### config.mk
export PLATFORM = sky130hd
export DESIGN_NAME = video_level_loop
export DESIGN_NICKNAME = d
export VERILOG_FILES = /design/src/rtl/vagc_pkg.sv /design/src/rtl/vagc_gate_meter.sv /design/src/rtl/vagc_gain_pump.sv /design/src/rtl/vagc_mode_ctrl.sv /design/src/rtl/video_level_loop.sv
export SDC_FILE = /design/constraint.sdc
export NUM_CORES = 1
export LEC_CHECK = 0
export ABC_AREA = 1
export BUFFER_PORTS_ARGS = -buffer_cell sky130_fd_sc_hd__buf_2
export CORE_MARGIN = 8
export CORE_UTILIZATION = 50
export DETAILED_ROUTE_END_ITERATION = 10
export MAX_ROUTING_LAYER = met4
export PLACE_DENSITY = 0.71
export SYNTH_ARGS = -nofsm -noshare
export SYNTH_HDL_FRONTEND = slang
export SYNTH_SLANG_ARGS = --single-unit
export TNS_END_PERCENT = 20
### constraint.sdc
create_clock -name clk -period 5.66 [get_ports clk]
set_input_delay 1.698 -clock clk [delete_from_list [all_inputs] [get_ports clk]]
set_output_delay 1.698 -clock clk [all_outputs]
set_load 0.02 [all_outputs]
### src/rtl/vagc_pkg.sv
// Shared types for the video gain and black-level loop controller.
// Assumes nothing beyond IEEE 1800-2017 packages.
package vagc_pkg;

    // Operating mode of the loop controller
    typedef enum logic {
        MODE_COARSE = 1'b0,
        MODE_FINE   = 1'b1
    } vagc_mode_e;

endpackage

### src/rtl/vagc_gate_meter.sv
// Window meter: sums the samples taken while a gate is high and counts them.
// When the gate falls, it reports how the window mean compares with TARGET.
// The mean is never divided out: each band edge is tested as sum versus
// edge*count. Assumes the gate is high for at least one clock per window;
// the count saturates, and samples past saturation are dropped.
module vagc_gate_meter #(
    parameter int SMP_W  = 8,
    parameter int CNT_W  = 8,
    parameter int TARGET = 64,
    parameter int DEAD   = 1,
    parameter int WIN    = 2
) (
    input  logic             clk,
    input  logic             rst_n,
    input  logic             gate,
    input  logic [SMP_W-1:0] sample,
    output logic             done,
    output logic             above,
    output logic             below,
    output logic             floor_hit,
    output logic             in_win,
    output logic [CNT_W-1:0] len
);
    localparam int ACC_W   = SMP_W + CNT_W;
    localparam int CMP_W   = ACC_W + 2;
    localparam int HI_T    = TARGET + DEAD;
    localparam int LO_T    = TARGET - DEAD;
    localparam int WHI_T   = TARGET + WIN;
    localparam int WLO_T   = TARGET - WIN;

    logic             gate_q;
    logic [ACC_W-1:0] acc;
    logic [CNT_W-1:0] cnt;
    logic [CMP_W-1:0] acc_x;
    logic [CMP_W-1:0] cnt_x;
    logic             win_lo_ok;

    assign done  = gate_q & ~gate;
    assign len   = cnt;
    assign acc_x = CMP_W'(acc);
    assign cnt_x = CMP_W'(cnt);

    // Accumulate the samples inside the gate and clear them when the window closes
    always_ff @(posedge clk) begin
        if (!rst_n) begin
            gate_q <= 1'b0;
            acc    <= '0;
            cnt    <= '0;
        end else begin
            gate_q <= gate;
            if (done) begin
                acc <= '0;
                cnt <= '0;
            end else if (gate && (cnt != {CNT_W{1'b1}})) begin
                acc <= acc + ACC_W'(sample);
                cnt <= cnt + 1'b1;
            end
        end
    end

    // Upper band edges and the clipped-tip test
    always_comb begin
        above     = acc_x > (CMP_W'(HI_T) * cnt_x);
        floor_hit = (acc == '0);
        in_win    = win_lo_ok && (acc_x <= (CMP_W'(WHI_T) * cnt_x));
    end

    // Lower band edges exist only when they are above code zero
    generate
        if (LO_T > 0) begin : g_below
            assign below = acc_x < (CMP_W'(LO_T) * cnt_x);
        end else begin : g_no_below
            assign below = 1'b0;
        end
        if (WLO_T > 0) begin : g_win_lo
            assign win_lo_ok = acc_x >= (CMP_W'(WLO_T) * cnt_x);
        end else begin : g_no_win_lo
            assign win_lo_ok = 1'b1;
        end
    endgenerate

endmodule

### src/rtl/vagc_gain_pump.sv
// Gain pump: turns the sync-window verdict into one-clock gain commands.
// It tracks whether a full-scale sample arrived during the current line,
// where a line runs from one sync close to the next. In coarse mode that
// flag overrides the tip comparison with a gain reduction. Assumes sync_done
// is a single-cycle strobe.
module vagc_gain_pump
    import vagc_pkg::*;
#(
    parameter int SMP_W = 8
) (
    input  logic             clk,
    input  logic             rst_n,
    input  logic [SMP_W-1:0] sample,
    input  logic             sync_done,
    input  logic             tip_above,
    input  logic             tip_floor,
    input  vagc_mode_e       mode,
    output logic             gain_up,
    output logic             gain_dn
);
    localparam logic [SMP_W-1:0] FULL_SCALE = {SMP_W{1'b1}};

    logic peak_seen;
    logic peak_now;

    assign peak_now = (sample == FULL_SCALE);

    // Decide the gain command at each sync close and track full-scale samples
    always_ff @(posedge clk) begin
        if (!rst_n) begin
            gain_up   <= 1'b0;
            gain_dn   <= 1'b0;
            peak_seen <= 1'b0;
        end else begin
            gain_up <= 1'b0;
            gain_dn <= 1'b0;
            if (sync_done) begin
                peak_seen <= peak_now;
                if ((mode == MODE_COARSE) && peak_seen) begin
                    gain_dn <= 1'b1;
                end else if (tip_floor) begin
                    gain_dn <= 1'b1;
                end else if (tip_above) begin
                    gain_up <= 1'b1;
                end
            end else if (peak_now) begin
                peak_seen <= 1'b1;
            end
        end
    end


    gain_up_single_chk: assert property (@(posedge clk) disable iff (!rst_n)
        gain_up |=> !gain_up);


    gain_dn_single_chk: assert property (@(posedge clk) disable iff (!rst_n)
        gain_dn |=> !gain_dn);

endmodule

### src/rtl/vagc_mode_ctrl.sv
// Mode controller: counts consecutive good lines and promotes to fine mode.
// It drops back to coarse mode on a gate overlap or on a long absence of
// either gate. A line ends at each sync close. Assumes the done strobes
// come from window meters that watch the same gates.
module vagc_mode_ctrl
    import vagc_pkg::*;
#(
    parameter int CNT_W      = 8,
    parameter int MIN_GATE   = 4,
    parameter int GOOD_LINES = 8,
    parameter int LINE_CLKS  = 32,
    parameter int LOSS_LINES = 64
) (
    input  logic             clk,
    input  logic             rst_n,
    input  logic             gate_a,
    input  logic             gate_b,
    input  logic             sync_done,
    input  logic             porch_done,
    input  logic [CNT_W-1:0] sync_len,
    input  logic [CNT_W-1:0] porch_len,
    output vagc_mode_e       mode
);
    localparam int LOSS_LIMIT = LINE_CLKS * LOSS_LINES;
    localparam int TMR_W      = $clog2(LOSS_LIMIT + 1);
    localparam int GOOD_W     = $clog2(GOOD_LINES + 1);
    localparam logic [TMR_W-1:0]  TMR_MAX  = TMR_W'(LOSS_LIMIT);
    localparam logic [GOOD_W-1:0] GOOD_MAX = GOOD_W'(GOOD_LINES);
    localparam logic [GOOD_W-1:0] GOOD_LST = GOOD_W'(GOOD_LINES - 1);
    localparam logic [CNT_W-1:0]  LEN_MIN  = CNT_W'(MIN_GATE);

    logic [GOOD_W-1:0] good_cnt;
    logic [TMR_W-1:0]  a_tmr;
    logic [TMR_W-1:0]  b_tmr;
    logic              line_bad;
    logic              porch_good;
    logic              overlap;
    logic              lost_a;
    logic              lost_b;
    logic              line_good;

    assign overlap   = gate_a & gate_b;
    assign lost_a    = (a_tmr == TMR_MAX) & ~sync_done;
    assign lost_b    = (b_tmr == TMR_MAX) & ~porch_done;
    assign line_good = ~line_bad & porch_good & (sync_len >= LEN_MIN);

    // Count clocks since each gate last closed, saturating at the loss limit
    always_ff @(posedge clk) begin
        if (!rst_n) begin
            a_tmr <= '0;
            b_tmr <= '0;
        end else begin
            if (sync_done)             a_tmr <= '0;
            else if (a_tmr != TMR_MAX) a_tmr <= a_tmr + 1'b1;
            if (porch_done)            b_tmr <= '0;
            else if (b_tmr != TMR_MAX) b_tmr <= b_tmr + 1'b1;
        end
    end

    // Qualify lines, count good ones and move between the two modes
    always_ff @(posedge clk) begin
        if (!rst_n) begin
            mode       <= MODE_COARSE;
            good_cnt   <= '0;
            line_bad   <= 1'b0;
            porch_good <= 1'b0;
        end else begin
            if (porch_done && (porch_len >= LEN_MIN)) porch_good <= 1'b1;
            if (overlap) line_bad <= 1'b1;
            if (sync_done) begin
                line_bad   <= 1'b0;
                porch_good <= 1'b0;
                if (line_good) begin
                    if (good_cnt != GOOD_MAX) good_cnt <= good_cnt + 1'b1;
                    if (good_cnt >= GOOD_LST) mode <= MODE_FINE;
                end else begin
                    good_cnt <= '0;
                end
            end
            if (overlap || lost_a || lost_b) begin
                mode     <= MODE_COARSE;
                good_cnt <= '0;
            end
        end
    end


    overlap_drop_chk: assert property (@(posedge clk) disable iff (!rst_n)
        (gate_a && gate_b) |=> (mode == MODE_COARSE));


    promote_at_close_chk: assert property (@(posedge clk) disable iff (!rst_n)
        $rose(mode == MODE_FINE) |-> $past(sync_done));

endmodule

### src/rtl/video_level_loop.sv
// Top of the video gain and black-level loop controller. It meters the
// sync-tip and back-porch windows, issues gain and clamp pump pulses, keeps
// the coarse/fine mode and reports the in-range flag. Assumes one converter
// sample per clock and gates synchronous to clk.
module video_level_loop
    import vagc_pkg::*;
#(
    parameter int SMP_W      = 8,
    parameter int CNT_W      = 8,
    parameter int SYNC_REF   = 0,
    parameter int BLACK_REF  = 64,
    parameter int DEAD_BAND  = 1,
    parameter int RANGE_WIN  = 2,
    parameter int MIN_GATE   = 4,
    parameter int GOOD_LINES = 8,
    parameter int LINE_CLKS  = 32,
    parameter int LOSS_LINES = 64
) (
    input  logic             clk,
    input  logic             rst_n,
    input  logic [SMP_W-1:0] adc_code,
    input  logic             sync_gate,
    input  logic             porch_gate,
    output logic             gain_up,
    output logic             gain_dn,
    output logic             clamp_chg,
    output logic             clamp_dis,
    output logic             fine_mode,
    output logic             in_range
);
    logic             s_done, s_above, s_below, s_floor, s_win;
    logic             p_done, p_above, p_below, p_floor, p_win;
    logic [CNT_W-1:0] s_len, p_len;
    logic             sync_ok, black_ok;
    vagc_mode_e       mode;
    logic             unused_flags;

    assign unused_flags = s_below & p_floor;

    vagc_gate_meter #(
        .SMP_W(SMP_W), .CNT_W(CNT_W), .TARGET(SYNC_REF),
        .DEAD(DEAD_BAND), .WIN(RANGE_WIN)
    ) u_sync_meter (
        .clk(clk), .rst_n(rst_n), .gate(sync_gate), .sample(adc_code),
        .done(s_done), .above(s_above), .below(s_below),
        .floor_hit(s_floor), .in_win(s_win), .len(s_len)
    );

    vagc_gate_meter #(
        .SMP_W(SMP_W), .CNT_W(CNT_W), .TARGET(BLACK_REF),
        .DEAD(DEAD_BAND), .WIN(RANGE_WIN)
    ) u_porch_meter (
        .clk(clk), .rst_n(rst_n), .gate(porch_gate), .sample(adc_code),
        .done(p_done), .above(p_above), .below(p_below),
        .floor_hit(p_floor), .in_win(p_win), .len(p_len)
    );

    vagc_gain_pump #(.SMP_W(SMP_W)) u_gain (
        .clk(clk), .rst_n(rst_n), .sample(adc_code), .sync_done(s_done),
        .tip_above(s_above), .tip_floor(s_floor), .mode(mode),
        .gain_up(gain_up), .gain_dn(gain_dn)
    );

    vagc_mode_ctrl #(
        .CNT_W(CNT_W), .MIN_GATE(MIN_GATE), .GOOD_LINES(GOOD_LINES),
        .LINE_CLKS(LINE_CLKS), .LOSS_LINES(LOSS_LINES)
    ) u_mode (
        .clk(clk), .rst_n(rst_n), .gate_a(sync_gate), .gate_b(porch_gate),
        .sync_done(s_done), .porch_done(p_done),
        .sync_len(s_len), .porch_len(p_len), .mode(mode)
    );

    // Issue clamp pulses at porch close and refresh the in-range halves
    always_ff @(posedge clk) begin
        if (!rst_n) begin
            clamp_chg <= 1'b0;
            clamp_dis <= 1'b0;
            sync_ok   <= 1'b0;
            black_ok  <= 1'b0;
        end else begin
            clamp_chg <= p_done & p_below;
            clamp_dis <= p_done & p_above;
            if (s_done) sync_ok  <= s_win;
            if (p_done) black_ok <= p_win;
        end
    end

    assign fine_mode = (mode == MODE_FINE);
    assign in_range  = sync_ok & black_ok;


    clamp_after_porch_chk: assert property (@(posedge clk) disable iff (!rst_n)
        (clamp_chg || clamp_dis) |-> ($past(porch_gate, 2) && !$past(porch_gate)));


    gain_after_sync_chk: assert property (@(posedge clk) disable iff (!rst_n)
        (gain_up || gain_dn) |-> ($past(sync_gate, 2) && !$past(sync_gate)));


    clamp_exclusive_chk: assert property (@(posedge clk) disable iff (!rst_n)
        clamp_chg |-> !clamp_dis);

endmodule

* Word-level counts from Yosys, hierarchy flattened
Cells that the tools add are included.
Word-level totals: flip-flop bits (word level) 88, input port bits 12, output and inout bits 6, word-level logic and storage cells 88
Cells by class: $add $sub $neg 7, multiply operators 4, order comparisons 9, equality and inequality tests 9, multiplexer cells 7, bitwise gates (word level) 17, reduce and logical (&&, ||, !) cells 16
Operators by type and width (number):
- $add 16x8->16 | 2
- $mul 6x8->14 const A | 2
- $add 12x1->12 const B | 2
- $eq 12x12->1 const B | 2
- $ne 12x12->1 const B | 2
- $ge 16x18->1 | 1
- $gt 16x18->1 | 1
- $le 16x18->1 | 1
- $lt 16x18->1 | 1
- $add 8x1->8 const B | 2
- $ge 8x3->1 const B | 2
- $gt 16x8->1 | 1
- $le 16x9->1 | 1
- $logic_not 16->1 | 1
- $ne 8x8->1 const B | 2
- $mul 7x8->15 const A | 1
- $mul 5x8->13 const A | 1
- $and 1x1->1 | 10
- $eq 8x8->1 const B | 1
- $mux 4 | 2
- $not 1->1 | 7
- $reduce_or 2->1 | 3
- $logic_and 1x1->1 | 5
- $mux 1 | 5
- other kinds (9) | 11

* Depth between registers and ports, before layout
word-level depth 7, gate-level depth with buffers 24, mapped depth without buffers 24

* Cells and area by module
From an unflattened synthesis, not the netlist that was laid out.
Second synthesis, totals: cells, all modules 1301, area total of the unflattened synthesis 9039.9 µm²
Modules (own cells, without submodules):
- vagc_gate_meter at u_porch_meter | instances 1, cells each 715, area an instance 5081.1 µm², seq. area each 500.5 µm²
- vagc_gate_meter at u_sync_meter | instances 1, cells each 311, area an instance 2045.7 µm², seq. area each 500.5 µm²
- vagc_mode_ctrl | instances 1, cells each 234, area an instance 1635.3 µm², seq. area each 620.6 µm²
- video_level_loop | instances 1, cells each 21, area an instance 143.9 µm², seq. area each 80.1 µm²
- vagc_gain_pump | instances 1, cells each 20, area an instance 133.9 µm², seq. area each 60.1 µm²

* Least setup slack after synthesis
Ideal clock, no wire load.
path kind register to register, start register u_porch_meter.cnt[5], in the netlist u_porch_meter.len[5], end register clamp_chg, setup time 118 ps, arrival time 4307 ps, data required time 5542 ps, setup slack 1235 ps, cell stages (with the launch flop) 21, buffers on the path 0, clock period less this slack 4425 ps, path through dfxtp_1 -> inv_1 -> fa_1 -> inv_1 -> fa_1 -> inv_1 -> fa_1 -> inv_1 -> ha_1 -> a21oi_1 -> nand2_1 -> a21boi_1 -> nor2_1 -> nor2_1 -> xor2_1 -> ha_1 -> nand2_1 -> nor3_1 -> o2111ai_1 -> nand4_1 -> nor2_1
Between the ends: cells in the longest elaborated chain, start to end 3
RTL lines:
- from (decl) | RTL line vagc_gate_meter.sv:33 | logic [CNT_W-1:0] cnt;
- from (signal assigned) | RTL line vagc_gate_meter.sv:56 | cnt <= cnt + 1'b1;
- $mul 6x8->14 | RTL line vagc_gate_meter.sv:71 | assign below = acc_x < (CMP_W'(LO_T) * cnt_x);
- $lt 16x18->1 | RTL line vagc_gate_meter.sv:71
- $and 1x1->1 | RTL line video_level_loop.sv:81 | clamp_chg <= p_done & p_below;
- to (signal assigned) | RTL line video_level_loop.sv:81
- to (decl) | RTL line video_level_loop.sv:26 | output logic clamp_chg,
Every way passes these cells. A chain may end at the register's enable or synchronous reset.

* Worst setup path in the final report
start register u_porch_meter.cnt[3], in the netlist u_porch_meter.len[3], end register clamp_chg
Same word-level chain as after synthesis.

==> flow_metrics.env <==
export IMPL_status="complete, no violations"
export IMPL_p_leak_nw=4.73
export IMPL_ys_async_sr_fraction=0
export IMPL_antenna_cells=0
export IMPL_regToRegSetupSlack_ns=0.87
export IMPL_drtPass1Iterations=5
export IMPL_fin_setup_tns_ns=0
export IMPL_post_drt_wl_per_cell_um=14.4
export IMPL_period_share=0.847
export IMPL_cap_violations=0
export IMPL_grt_pass1_vias=7535
export IMPL_io_buffers=17
export IMPL_syn_avg_cell_area_sq_um=7.13
export IMPL_cts_buffers=9
export IMPL_clock_fmax_mhz=209
export IMPL_grt_pass1_wl_um=35800
export IMPL_yosysWarnings=0
export IMPL_row_count=48
export IMPL_dp_hpwl_um=17300
export IMPL_met2_length_um=10000
export IMPL_cts_htree_levels=3
export IMPL_worstPathRequired_ns=5.90
export IMPL_syn_to_final_growth_pct=6.78
export IMPL_clkTransAtPathRegs_ns=0.07
export IMPL_hold_path_class="reg2reg"
export IMPL_synth_main_ff_cell="dfxtp_1"
export IMPL_mostFrequentLayoutCell="nand2_1"
export IMPL_dr_max_layer_used="met4"
export IMPL_ant_nets=0
export IMPL_io_pins=18
export IMPL_die_height_um=149
export IMPL_dr_total_vias=7823
export IMPL_finalHoldViolCount=0
export IMPL_cp_slowest_stage_delay_ns=0.58
export IMPL_path_max_fanout=8
export IMPL_cpLargestDelayFamily="adder cells"
export IMPL_cp_slowest_cell="fa_1"
export IMPL_cp_buffers_inverters=4
export IMPL_synth_area_sq_mm=0.00881
export IMPL_cts_tree="yes"
export IMPL_die_w_um=149
export IMPL_post_cts_buffers=0
export IMPL_overflow=0
export IMPL_synthCells=1236
export IMPL_synth_seq_area_share=0.200
export IMPL_crit_chain="inv_1, fa_1, inv_1, fa_1, inv_1, fa_1, inv_1, ha_1, a21oi_1, nand2_1, a21boi_1, nor2_1, nor2_1, xor2_1, ha_1, nand2_1, nor3_1, o2111ai_1, nand4_1, nor2_1"
export IMPL_critPathLaunchType="flop"
export IMPL_synth_distinct_cells=46
export IMPL_clkLatencyLatePin_ns=0.35
export IMPL_finalMaxSlewViolations=0
export IMPL_die_area_sq_mm=0.0221
export IMPL_slew_headroom=0.587
export IMPL_grtUsageTotal=0.206
export IMPL_route_detailed_drc=0
export IMPL_setup_viol=0
export IMPL_final_cells=1485
export IMPL_power_density_mw_per_mm2=188
export IMPL_numClockSinks=88
export IMPL_rsz0062_at_grt="false"
export IMPL_ctsResizeCount=0
export IMPL_cpMostUsedCell="inv_1"
export IMPL_grt_max_degree=30
export IMPL_clock_path_buffers=2
export IMPL_seqCellArea_sq_mm=0.00176
export IMPL_endpoint_kind="flop"
export IMPL_vdd_drop_max_v=0.000155
export IMPL_synth_seq_cells=88
export IMPL_coreArea_sq_mm=0.0172
export IMPL_met3_wirelength_um=832
export IMPL_cts_root_buf="clkbuf_16"
export IMPL_start_util=0.511
export IMPL_fin_crit_ns=4.79
export IMPL_grt_antenna_before_repair=0
export IMPL_final_nets=1449
export IMPL_gp_congestion=0.913
export IMPL_layout_drive_gt1_share=0.0571
export IMPL_synth_edf_count=0
export IMPL_cp_arrival_ns=5.04
export IMPL_n_fill_cell=1659
export IMPL_synth_nets=1430
export IMPL_drt_met1_wl_um=9960
export IMPL_layout_common_cells="nand2_1 (252), inv_1 (178), ha_1 (153)"
export IMPL_worst_slew_pin_slew_ns=0.618
export IMPL_drt_total_wl_um=21300
export IMPL_via_per_inst=5.27
export IMPL_path_class="reg2reg"
export IMPL_drt_iter0_drc=435
export IMPL_clock_skew_ns=0.0100
export IMPL_holdBufCountCts=0
export IMPL_multiInputGateArea_sq_mm=0.00625
export IMPL_dp_cells=1469
[metrics by stage]
stage               cell area (sq um)   util  setup WS [ns]  power (W)  hold WS [ns]
detailed placement               9090  0.527          0.904    0.00112         0.443
global route                     9410  0.546          0.414    0.00188         0.475
global placement                 9090  0.527           1.01    0.00111         0.434
finish                           9410  0.546          0.866    0.00177         0.454
floorplan                        8810      -           1.24    0.00102         0.424
CTS                              9410  0.546          0.891    0.00178         0.456
[power breakdown]
| part | switching [W] | internal, W |
|---|---|---|
| Sequential | 0.0000369 | 0.000641 |
| Clock | 0.000268 | 0.000390 |
| Combinational | 0.000264 | 0.000167 |
[cells by family (layout without fill, tap and decap cells)]
family          Yosys count  after routing  share of synthesized area
simple gates            530            530                      0.259
compound gates          200            200                      0.127
buf+inv                 196            220                     0.0906
xor+xnor                 40             40                     0.0398
fa+ha+maj               182            182                      0.283
flops                    88             88                      0.200
[per-layer routing]
metal  global-route usage  vias to the layer above
met3               0.0303                       29
met2                0.353                      162
met1                0.246                     3540
li1                     -                     4092
met4               0.0646                        0
met5                    -                        -
[tightest hold or removal path, stage by stage (launching register included)]
cell,delay (ns)
dfxtp_1,0.31
inv_1,0.05
a21oi_1,0.05
[worst paths after layout]
kind / from / end / cells past startpoint
worst max-delay path: u_porch_meter.len[3] / clamp_chg / 20
worst min-delay path: u_mode.line_bad / u_mode.line_bad / 2
worst max register to register: u_porch_meter.len[3] / clamp_chg / 20
worst min register to register: u_mode.line_bad / u_mode.line_bad / 2
[registers in the layout, summed over array words and instances, names as in the netlist]
register	cells
clamp_chg	1
u_mode.good_cnt	4
u_gain.gain_dn	1
u_mode.porch_good	1
u_sync_meter.len	8
u_sync_meter.acc	16
u_porch_meter.len	8
u_gain.gain_up	1
u_sync_meter.gate_q	1
u_mode.a_tmr	12
sync_ok	1
u_mode.b_tmr	12
black_ok	1
u_gain.peak_seen	1
u_mode.line_bad	1
u_mode.mode	1
u_porch_meter.gate_q	1
clamp_dis	1
u_porch_meter.acc	16
[synth_stat cells (3+ instances only)]
library cell | instances | area [sq um]
inv_1 | 178 | 668
nand2_1 | 252 | 946
inv_2 | 7 | 26.3
or2_2 | 6 | 37.5
o21ai_0 | 51 | 255
nor2_4 | 3 | 33.8
o31ai_1 | 3 | 22.5
nand3_1 | 76 | 380
fa_1 | 29 | 581
a31oi_1 | 6 | 37.5
o21a_1 | 5 | 37.5
xnor2_1 | 10 | 87.6
nand4_1 | 13 | 81.3
nand3b_1 | 3 | 22.5
dfxtp_1 | 88 | 1760
nor4_1 | 3 | 18.8
nand2_2 | 6 | 37.5
o21bai_1 | 4 | 30.0
o21ai_1 | 3 | 15.0
nor3_2 | 3 | 30.0
ha_1 | 153 | 1910
nor2_1 | 129 | 484
nor3_1 | 27 | 135
a21o_1 | 7 | 52.6
buf_6 | 7 | 78.8
xor2_1 | 30 | 263
a21oi_1 | 105 | 526
[cell type report]
class                           count  share of cell area
Clock buffer                       10              0.0243
Clock inverter                      6             0.00958
Inverter                          185              0.0738
Multi-Input combinational cell    952               0.664
Sequential cell                    88               0.187
Tap cell                          225              0.0299
Timing Repair Buffer               19              0.0106
Power figures use the tool's default switching activity.
